$ cat src/rtl/eq_pkg.sv
package eq_pkg;
  localparam int PIPE_DEPTH = 6;

  typedef struct packed {
    logic wrEst;     // stage-1 entry is a valid training: update bank
    logic selTrain;  // stage-1 entry is training: forward the estimate
  } laneStrobe_t;

  // known training sign: 1 means the pilot value was -1
  function automatic logic trainFlip(input logic [15:0] sc, input logic [15:0] mask);
    return ^(sc & mask);
  endfunction
endpackage

$ cat src/rtl/eq_ctrl.sv
module eq_ctrl #(
  parameter int LANES = 2
) (
  input  logic clk,
  input  logic rstN,
  input  logic [LANES-1:0] inValid,
  input  logic [LANES-1:0] inTrain,
  output eq_pkg::laneStrobe_t [LANES-1:0] strobe,
  output logic [LANES-1:0] outValid,
  output logic [LANES-1:0] outTrain
);
  localparam int DEPTH = eq_pkg::PIPE_DEPTH;

  logic [LANES-1:0] vPipe [DEPTH];
  logic [LANES-1:0] tPipe [DEPTH];

  always_ff @(posedge clk) begin
    if (!rstN) begin
      for (int k = 0; k < DEPTH; k++) begin
        vPipe[k] <= '0;
        tPipe[k] <= '0;
      end
    end else begin
      vPipe[0] <= inValid;
      tPipe[0] <= inTrain;
      for (int k = 1; k < DEPTH; k++) begin
        vPipe[k] <= vPipe[k-1];
        tPipe[k] <= tPipe[k-1];
      end
    end
  end

  for (genvar l = 0; l < LANES; l++) begin : g_strobe
    assign strobe[l].wrEst    = vPipe[0][l] & tPipe[0][l];
    assign strobe[l].selTrain = tPipe[0][l];
  end

  assign outValid = vPipe[DEPTH-1];
  assign outTrain = tPipe[DEPTH-1];
endmodule

$ cat src/rtl/eq_datapath.sv
module eq_datapath #(
  parameter int          PH_W       = 10,
  parameter int          NUM_SC     = 128,
  parameter int          LANES      = 2,
  parameter logic [15:0] TRAIN_MASK = 16'h0049,
  localparam int BANK   = NUM_SC / LANES,
  localparam int SLOT_W = $clog2(BANK)
) (
  input  logic clk,
  input  logic rstN,
  input  eq_pkg::laneStrobe_t [LANES-1:0] strobe,
  input  logic [LANES*PH_W-1:0]   inPhase,
  input  logic [LANES*SLOT_W-1:0] inSlot,
  output logic [LANES*PH_W-1:0]   outPhase,
  output logic [LANES*SLOT_W-1:0] outSlot
);
  localparam int DEPTH = eq_pkg::PIPE_DEPTH;
  localparam logic [PH_W-1:0] HALF_TURN = {1'b1, {(PH_W-1){1'b0}}};

  for (genvar l = 0; l < LANES; l++) begin : g_lane
    logic [PH_W-1:0]   ph1;
    logic [SLOT_W-1:0] slot1;
    logic [PH_W-1:0]   bank [BANK];
    logic [PH_W-1:0]   resPipe [DEPTH-1];
    logic [SLOT_W-1:0] slotPipe [DEPTH-1];
    logic [15:0]       scIdx;
    logic [PH_W-1:0]   estNew;
    logic [PH_W-1:0]   stage2;

    // stage 1: capture
    always_ff @(posedge clk) begin
      if (!rstN) begin
        ph1   <= '0;
        slot1 <= '0;
      end else begin
        ph1   <= inPhase[l*PH_W +: PH_W];
        slot1 <= inSlot[l*SLOT_W +: SLOT_W];
      end
    end

    // stage 2: sign removal or phase subtraction
    assign scIdx  = 16'(int'(slot1) * LANES + l);
    assign estNew = ph1 + (eq_pkg::trainFlip(scIdx, TRAIN_MASK) ? HALF_TURN : '0);
    assign stage2 = strobe[l].selTrain ? estNew : (ph1 - bank[slot1]);

    always_ff @(posedge clk) begin
      if (!rstN) begin
        for (int e = 0; e < BANK; e++) bank[e] <= '0;
      end else if (strobe[l].wrEst) begin
        bank[slot1] <= estNew;
      end
    end

    // stages 2..6: result and slot alignment
    always_ff @(posedge clk) begin
      if (!rstN) begin
        for (int k = 0; k < DEPTH-1; k++) begin
          resPipe[k]  <= '0;
          slotPipe[k] <= '0;
        end
      end else begin
        resPipe[0]  <= stage2;
        slotPipe[0] <= slot1;
        for (int k = 1; k < DEPTH-1; k++) begin
          resPipe[k]  <= resPipe[k-1];
          slotPipe[k] <= slotPipe[k-1];
        end
      end
    end

    assign outPhase[l*PH_W +: PH_W]     = resPipe[DEPTH-2];
    assign outSlot[l*SLOT_W +: SLOT_W]  = slotPipe[DEPTH-2];
  end
endmodule

$ cat src/rtl/phase_eq_top.sv
module phase_eq_top #(
  parameter int          PH_W       = 10,
  parameter int          NUM_SC     = 128,
  parameter int          LANES      = 2,
  parameter logic [15:0] TRAIN_MASK = 16'h0049,
  localparam int SLOT_W = $clog2(NUM_SC / LANES)
) (
  input  logic                     clk,
  input  logic                     rstN,
  input  logic [LANES-1:0]         inValid,
  input  logic [LANES-1:0]         inTrain,
  input  logic [LANES*PH_W-1:0]    inPhase,
  input  logic [LANES*SLOT_W-1:0]  inSlot,
  output logic [LANES-1:0]         outValid,
  output logic [LANES-1:0]         outTrain,
  output logic [LANES*PH_W-1:0]    outPhase,
  output logic [LANES*SLOT_W-1:0]  outSlot
);
  eq_pkg::laneStrobe_t [LANES-1:0] strobe;

  eq_ctrl #(.LANES(LANES)) u_ctrl (
    .clk(clk), .rstN(rstN), .inValid(inValid), .inTrain(inTrain),
    .strobe(strobe), .outValid(outValid), .outTrain(outTrain)
  );

  eq_datapath #(.PH_W(PH_W), .NUM_SC(NUM_SC), .LANES(LANES), .TRAIN_MASK(TRAIN_MASK)) u_dp (
    .clk(clk), .rstN(rstN), .strobe(strobe), .inPhase(inPhase), .inSlot(inSlot),
    .outPhase(outPhase), .outSlot(outSlot)
  );
endmodule

$ cat config.mk
export PLATFORM = sky130hd
export DESIGN_NAME = phase_eq_top
export DESIGN_NICKNAME = d
export VERILOG_FILES = /design/src/rtl/eq_pkg.sv /design/src/rtl/eq_ctrl.sv /design/src/rtl/eq_datapath.sv /design/src/rtl/phase_eq_top.sv
export SDC_FILE = /design/constraint.sdc
export NUM_CORES = 2
export LEC_CHECK = 0
export CAP_MARGIN = 20
export CORE_ASPECT_RATIO = 0.75
export CORE_MARGIN = 3
export CORE_UTILIZATION = 39
export CTS_CLUSTER_SIZE = 28
export DETAILED_ROUTE_END_ITERATION = 16
export DONT_BUFFER_PORTS = 1
export SLEW_MARGIN = 15
export SYNTH_ARGS = -nofsm -noshare
export SYNTH_HDL_FRONTEND = slang
export SYNTH_HIERARCHICAL = 1
export SYNTH_SLANG_ARGS = --single-unit
$ cat constraint.sdc
create_clock -name clk -period 4.7 [get_ports clk]
set_input_delay 0.94 -clock clk [delete_from_list [all_inputs] [get_ports clk]]
set_output_delay 0.94 -clock clk [all_outputs]
set_load 0.03 [all_outputs]
Yosys cells after proc, flatten, opt, wreduce, memory -nomap -nowiden
Memory sizes are Yosys's and may differ from the RTL's. A register that Yosys moved wholly into a read port is not among the register bits.
Cells that the tools add are included.
- register bits: 32
- bits in writable memories: 1464
- bits of input ports: 38
- output and inout port bits: 36
- word-level logic and storage cells: 107
- memories: 8
- add/subtract/negate cells: 5
- multiplexer cells: 52
- bitwise gates (word level): 34
- reductions and logical operators: 4
- memories (name ; words ; bits a word ; read ports ; clocked after memory_dff ; wr ports ; line ; RTL):
    u_dp.g_lane[0].bank ; 64 ; 10 ; 1 ; 1 ; 64 ; eq_datapath.sv:23 ; logic [PH_W-1:0] bank [BANK];
    u_dp.g_lane[1].bank ; 64 ; 10 ; 1 ; 1 ; 64 ; eq_datapath.sv:23 ;
    u_dp.g_lane[0].resPipe ; 5 ; 10 ; 5 ; 0 ; 5 ; eq_datapath.sv:24 ; logic [PH_W-1:0] resPipe [DEPTH-1];
    u_dp.g_lane[1].resPipe ; 5 ; 10 ; 5 ; 0 ; 5 ; eq_datapath.sv:24 ;
    u_dp.g_lane[0].slotPipe ; 5 ; 6 ; 5 ; 0 ; 5 ; eq_datapath.sv:25 ; logic [SLOT_W-1:0] slotPipe [DEPTH-1];
    u_dp.g_lane[1].slotPipe ; 5 ; 6 ; 5 ; 0 ; 5 ; eq_datapath.sv:25 ;
    2 more memories ; - ; - ; - ; - ; - ; - ;
- operators with widths (operator ; number):
    10-bit 2-to-1 mux ; 16
    6-bit 2-to-1 mux ; 14
    1-bit bitwise OR ; 32
    16-bit parity ; 2
    2-bit 2-to-1 mux ; 12
    10-bit adder ; 2
    10-bit OR reduction ; 2
    10-bit subtractor ; 2
    1-bit 2-to-1 mux ; 10
    7-bit by 1-bit adder with 7-bit output (second input constant) ; 1
    1-bit bitwise AND ; 2

Logic depth before layout (Yosys ltp)
An unclocked memory read counts as a cell.
- depth after elaboration: 7
- mapped depth: 21
- gate-level depth less buffers: 17

Hierarchy
The synthesis kept the hierarchy.
- modules (own cells, without submodules) (module ; times used ; cells each ; area an instance (um2) ; sequential area each (um2)):
    eq_datapath ; 1 ; 5037 ; 65389.0 ; 42280.6
    eq_ctrl ; 1 ; 58 ; 733.2 ; 480.5

Worst setup path before layout
No wires, ideal clock.
- path type: flip-flop to flip-flop
- start point: reg u_dp.g_lane[1].slot1[2]
- end point: mem u_dp.g_lane[1].resPipe[0][9]
- setup time: 120 ps
- arrival time: 3715 ps
- required time: 4580 ps
- setup slack: 865 ps
- cell stages (with the launch flop): 20
- buffers on the path: 4
- period minus slack after synthesis: 3835 ps
- path through: dfxtp_1 buf_6 buf_2 buf_2 buf_2 mux2i_1 nor2_1 a221oi_1 nor2_1 a21oi_1 o22ai_1 nor4_1 ha_1 nor2b_1 o21ai_0 a21oi_1 o41ai_1 o21a_1 nor3_1 o31a_1
- RTL lines (item ; line ; RTL):
    from (decl) ; eq_datapath.sv:22 ; logic [SLOT_W-1:0] slot1;
    from (signal assigned) ; eq_datapath.sv:37 ; slot1 <= inSlot[l*SLOT_W +: SLOT_W];
    to (decl) ; eq_datapath.sv:24 ;

==> flow_metrics.tcl <==
set metrics [dict create \
    post-dp-hpwl_microns 141000 \
    finalCritPeriodShare_pct 96.6 \
    ant_nets 0 \
    arrival_ps 5200 \
    grtUsageTotal_pct 24.4 \
    crit_fanout 28 \
    yosysTopAreaCell "edfxtp_1" \
    wl_microns 217000 \
    cts_sinks 1496 \
    holdCritPathClass "input pin to register" \
    final_cell_mix "edfxtp_1, and2_1, and3_1" \
    synth_warnings 6 \
    p_leak_uw 0.0288 \
    grt.overflow.total 0 \
    crit_top_cell "a21oi_1" \
    initial_utilization_pct 39.4 \
    grt_pass1_wl_microns 313000 \
    post_route_cells_drive_above_1_share_pct 18.0 \
    fin_skew_ps 34.4 \
    slowest_stage "dfxtp_4" \
    die-height_microns 363 \
    nets 5151 \
    clk_pin_slew_ps 60 \
    hold_viol_final 0 \
    routed_via_density 6.01 \
    cts_buffer_depth 3 \
    max_stage_delay_ps 690 \
    drc 0 \
    max_freq_ghz 0.220 \
    async_flop_share_pct 0 \
    maxCapViolCount 0 \
    vias 44800 \
    tns_ps 0 \
    wl_per_cell_microns 29.1 \
    cp_cell_sequence "buf_12 -> mux4_2 -> nand2_1 -> o21ai_1 -> a21oi_1 -> o22ai_1 -> nor4_1 -> ha_1 -> nor2b_1 -> o21ai_0 -> a21oi_1 -> o41ai_1 -> o21a_1 -> nor3_1 -> o31a_1" \
    slew_violations 0 \
    antenna_found_initial 11 \
    areaGrowthSynthToFinish_pct 13.4 \
    drt_first_iter_violations 6702 \
    setup_viol 0 \
    port_buffers 0 \
    antenna_cells 0 \
    yosys-top-cells-area "edfxtp_1, dfxtp_1, and2_1" \
    cts-buffers-inserted 157 \
    dpl_worst_slack_ps 310 \
    post-route-util_pct 44.6 \
    synth_nets 5153 \
    yosysTopAreaCellShare_pct 58.1 \
    crit_buf_inv 1 \
    clock_latency_ps 800 \
    ctsHoldBuffers 0 \
    setup_slack_ps 160 \
    grt_max_degree 326 \
    fp.coreArea_sq_um 168000 \
    layout_min_cycle_time_ps 4540 \
    syn_inst 5095 \
    ys_ff_latch 1496 \
    end_kind "register" \
    worstMarginPinSlew_ps 1150 \
    grt_busiest_layer "met1" \
    synth_edf_count 1280 \
    synth.distinct_cells 72 \
    rrSetupSlack_ps 160 \
    cts_max_level 4 \
    routabilityCongestion 0.985 \
    num_rows 130 \
    grt_use_met2_pct 32.5 \
    root_buffer "clkbuf_16" \
    cts_tree "built" \
    use_met1_pct 38.2 \
    cp_top_family "compound AO/OA/AOI/OAI gates" \
    path_class "register to register" \
    crit_required_ps 5360 \
    critPathLaunchType "register" \
    die_w_microns 481 \
    grtUsageMet3_pct 7.49 \
    power_density_nw_per_um2 395 \
    grt_pass1_vias 42600 \
    relSlewSlack_pct 22.3 \
    drt_pass1_iterations 7 \
    synth-main-ff-cell "edfxtp_1" \
    seq_area_frac_synth_pct 64.7 \
    rsz0062_at_grt "false" \
    synthesis.area_sq_um 66100 \
    ioPinCount 74 \
    ir_drop_mv 0.347 \
    status "finished, final reports clean" \
    syn_avg_cell_area_sq_um 13.0 \
    final_common_cell "edfxtp_1" \
    die_area_sq_um 175000 \
    power_uw 29600 \
]
## worst register-to-register path, cell delays in order, from the launching register on
cell and delay (ps):
dfxtp_4 690, buf_12 270, mux4_2 520, nand2_1 80
o21ai_1 70, a21oi_1 270, o22ai_1 140, nor4_1 500
ha_1 320, nor2b_1 130, o21ai_0 270, a21oi_1 150
o41ai_1 420, o21a_1 220, nor3_1 60, o31a_1 300
## synthesized netlist by cell type (4+ instances only)
cell type and count:
xnor2_1 16, nor2b_1 11, mux2_1 9, nor3b_1 7, a221o_1 4, a22oi_1 92, o21ai_0 145, a21oi_1 131
or3b_2 4, and3_1 482, a222oi_1 4, buf_4 46, a21o_1 5, a31oi_1 9, or2_2 4, buf_1 36
and3b_1 5, nor2_1 300, and2_1 652, mux2_2 99, nand3_1 13, edfxtp_1 1280, mux4_2 109, o211ai_1 11
a221oi_1 136, o21ai_1 10, buf_6 20, mux2i_1 111, dfxtp_1 216, a22o_1 28, o22a_1 6, nor3_1 294
nand3b_1 9, nor4_1 11, and2_2 18, o21a_1 4, buf_2 72, inv_1 12, o221ai_1 7, o22ai_1 50
ha_1 18, a211oi_1 16, clkbuf_1 393, nand2_1 136, nand2b_1 10
## metrics by stage
step,area [sq um],hold WS (ps),std cells
6_report,75000,266,7463
5_1_grt,75000,242,7463
4_1_cts,74900,220,7463
3_5_place_dp,69900,417,7178
3_3_place_gp,69900,414,7177
2_1_floorplan,66100,412,5095
## what timing repair did
action | in CTS | in global routing
buffers inserted | 0 | 0
endpoints found under the setup margin | 0 | 3
gates resized for setup | 0 | 3
## report_power, final
| group | internal, uW | switching, uW | total, uW | leakage [uW] |
|---|---|---|---|---|
| Clock | 7010 | 5300 | 12300 | 0.00248 |
| Combinational | 752 | 1620 | 2370 | 0.0108 |
| Sequential | 14700 | 208 | 14900 | 0.0155 |
## sequential cells by signal (all words and copies together), names as in the netlist
signal,cells
u_dp/g_lane.bank,1280
u_ctrl/tPipe,12
u_dp/g_lane.ph1,20
u_dp/g_lane.slotPipe,60
u_dp/g_lane.slot1,12
u_ctrl/vPipe,12
u_dp/g_lane.resPipe,100
## cell families (layout without fill, tap and decap cells)
group	after synthesis	in the layout	share of synthesized area [%]
mux	329	329	7.25
fa+ha+maj	20	20	0.401
xor+xnor	16	16	0.212
flops	1496	1496	64.7
buf+inv	582	706	3.93
simple gates	1975	1975	16.6
compound gates	677	677	6.90
## metal layers
metal  share of wire, %  up-vias  wire, microns
li1                   -    18900              -
met1                 44    22700          95500
met2                 40     2887          87500
met3                 14      308          29500
met4                2.1        2           4600
met5             0.0088        -             19
## path summary, 6_finish.rpt
| path | from | to | depth (start not counted) |
|---|---|---|---|
| worst min-delay path | inSlot[10] | u_dp/g_lane[1].slot1[4]$_SDFF_PN0_ | 1 |
| worst max-delay path | u_dp/g_lane[0].slot1[1]$_SDFF_PN0_ | u_dp/g_lane[0].resPipe[0][9]$_SDFF_PN0_ | 15 |
| worst min register to register | u_ctrl/vPipe[0][3]$_SDFF_PN0_ | u_ctrl/vPipe[0][5]$_SDFF_PN0_ | 1 |
| worst max register to register | u_dp/g_lane[0].slot1[1]$_SDFF_PN0_ | u_dp/g_lane[0].resPipe[0][9]$_SDFF_PN0_ | 15 |
## layout make-up
| cell class | count | area (sq um) |
|---|---|---|
| repair buffers | 406 | 3340 |
| clock inverters | 70 | 652 |
| flip-flops and latches | 1496 | 42800 |
| inverters | 15 | 56.3 |
| multi-input cells | 3017 | 20900 |
| clock buffers | 215 | 4390 |
| fillers | 15000 | 93100 |
| well taps | 2244 | 2810 |
(Power assumes the default switching activity.)
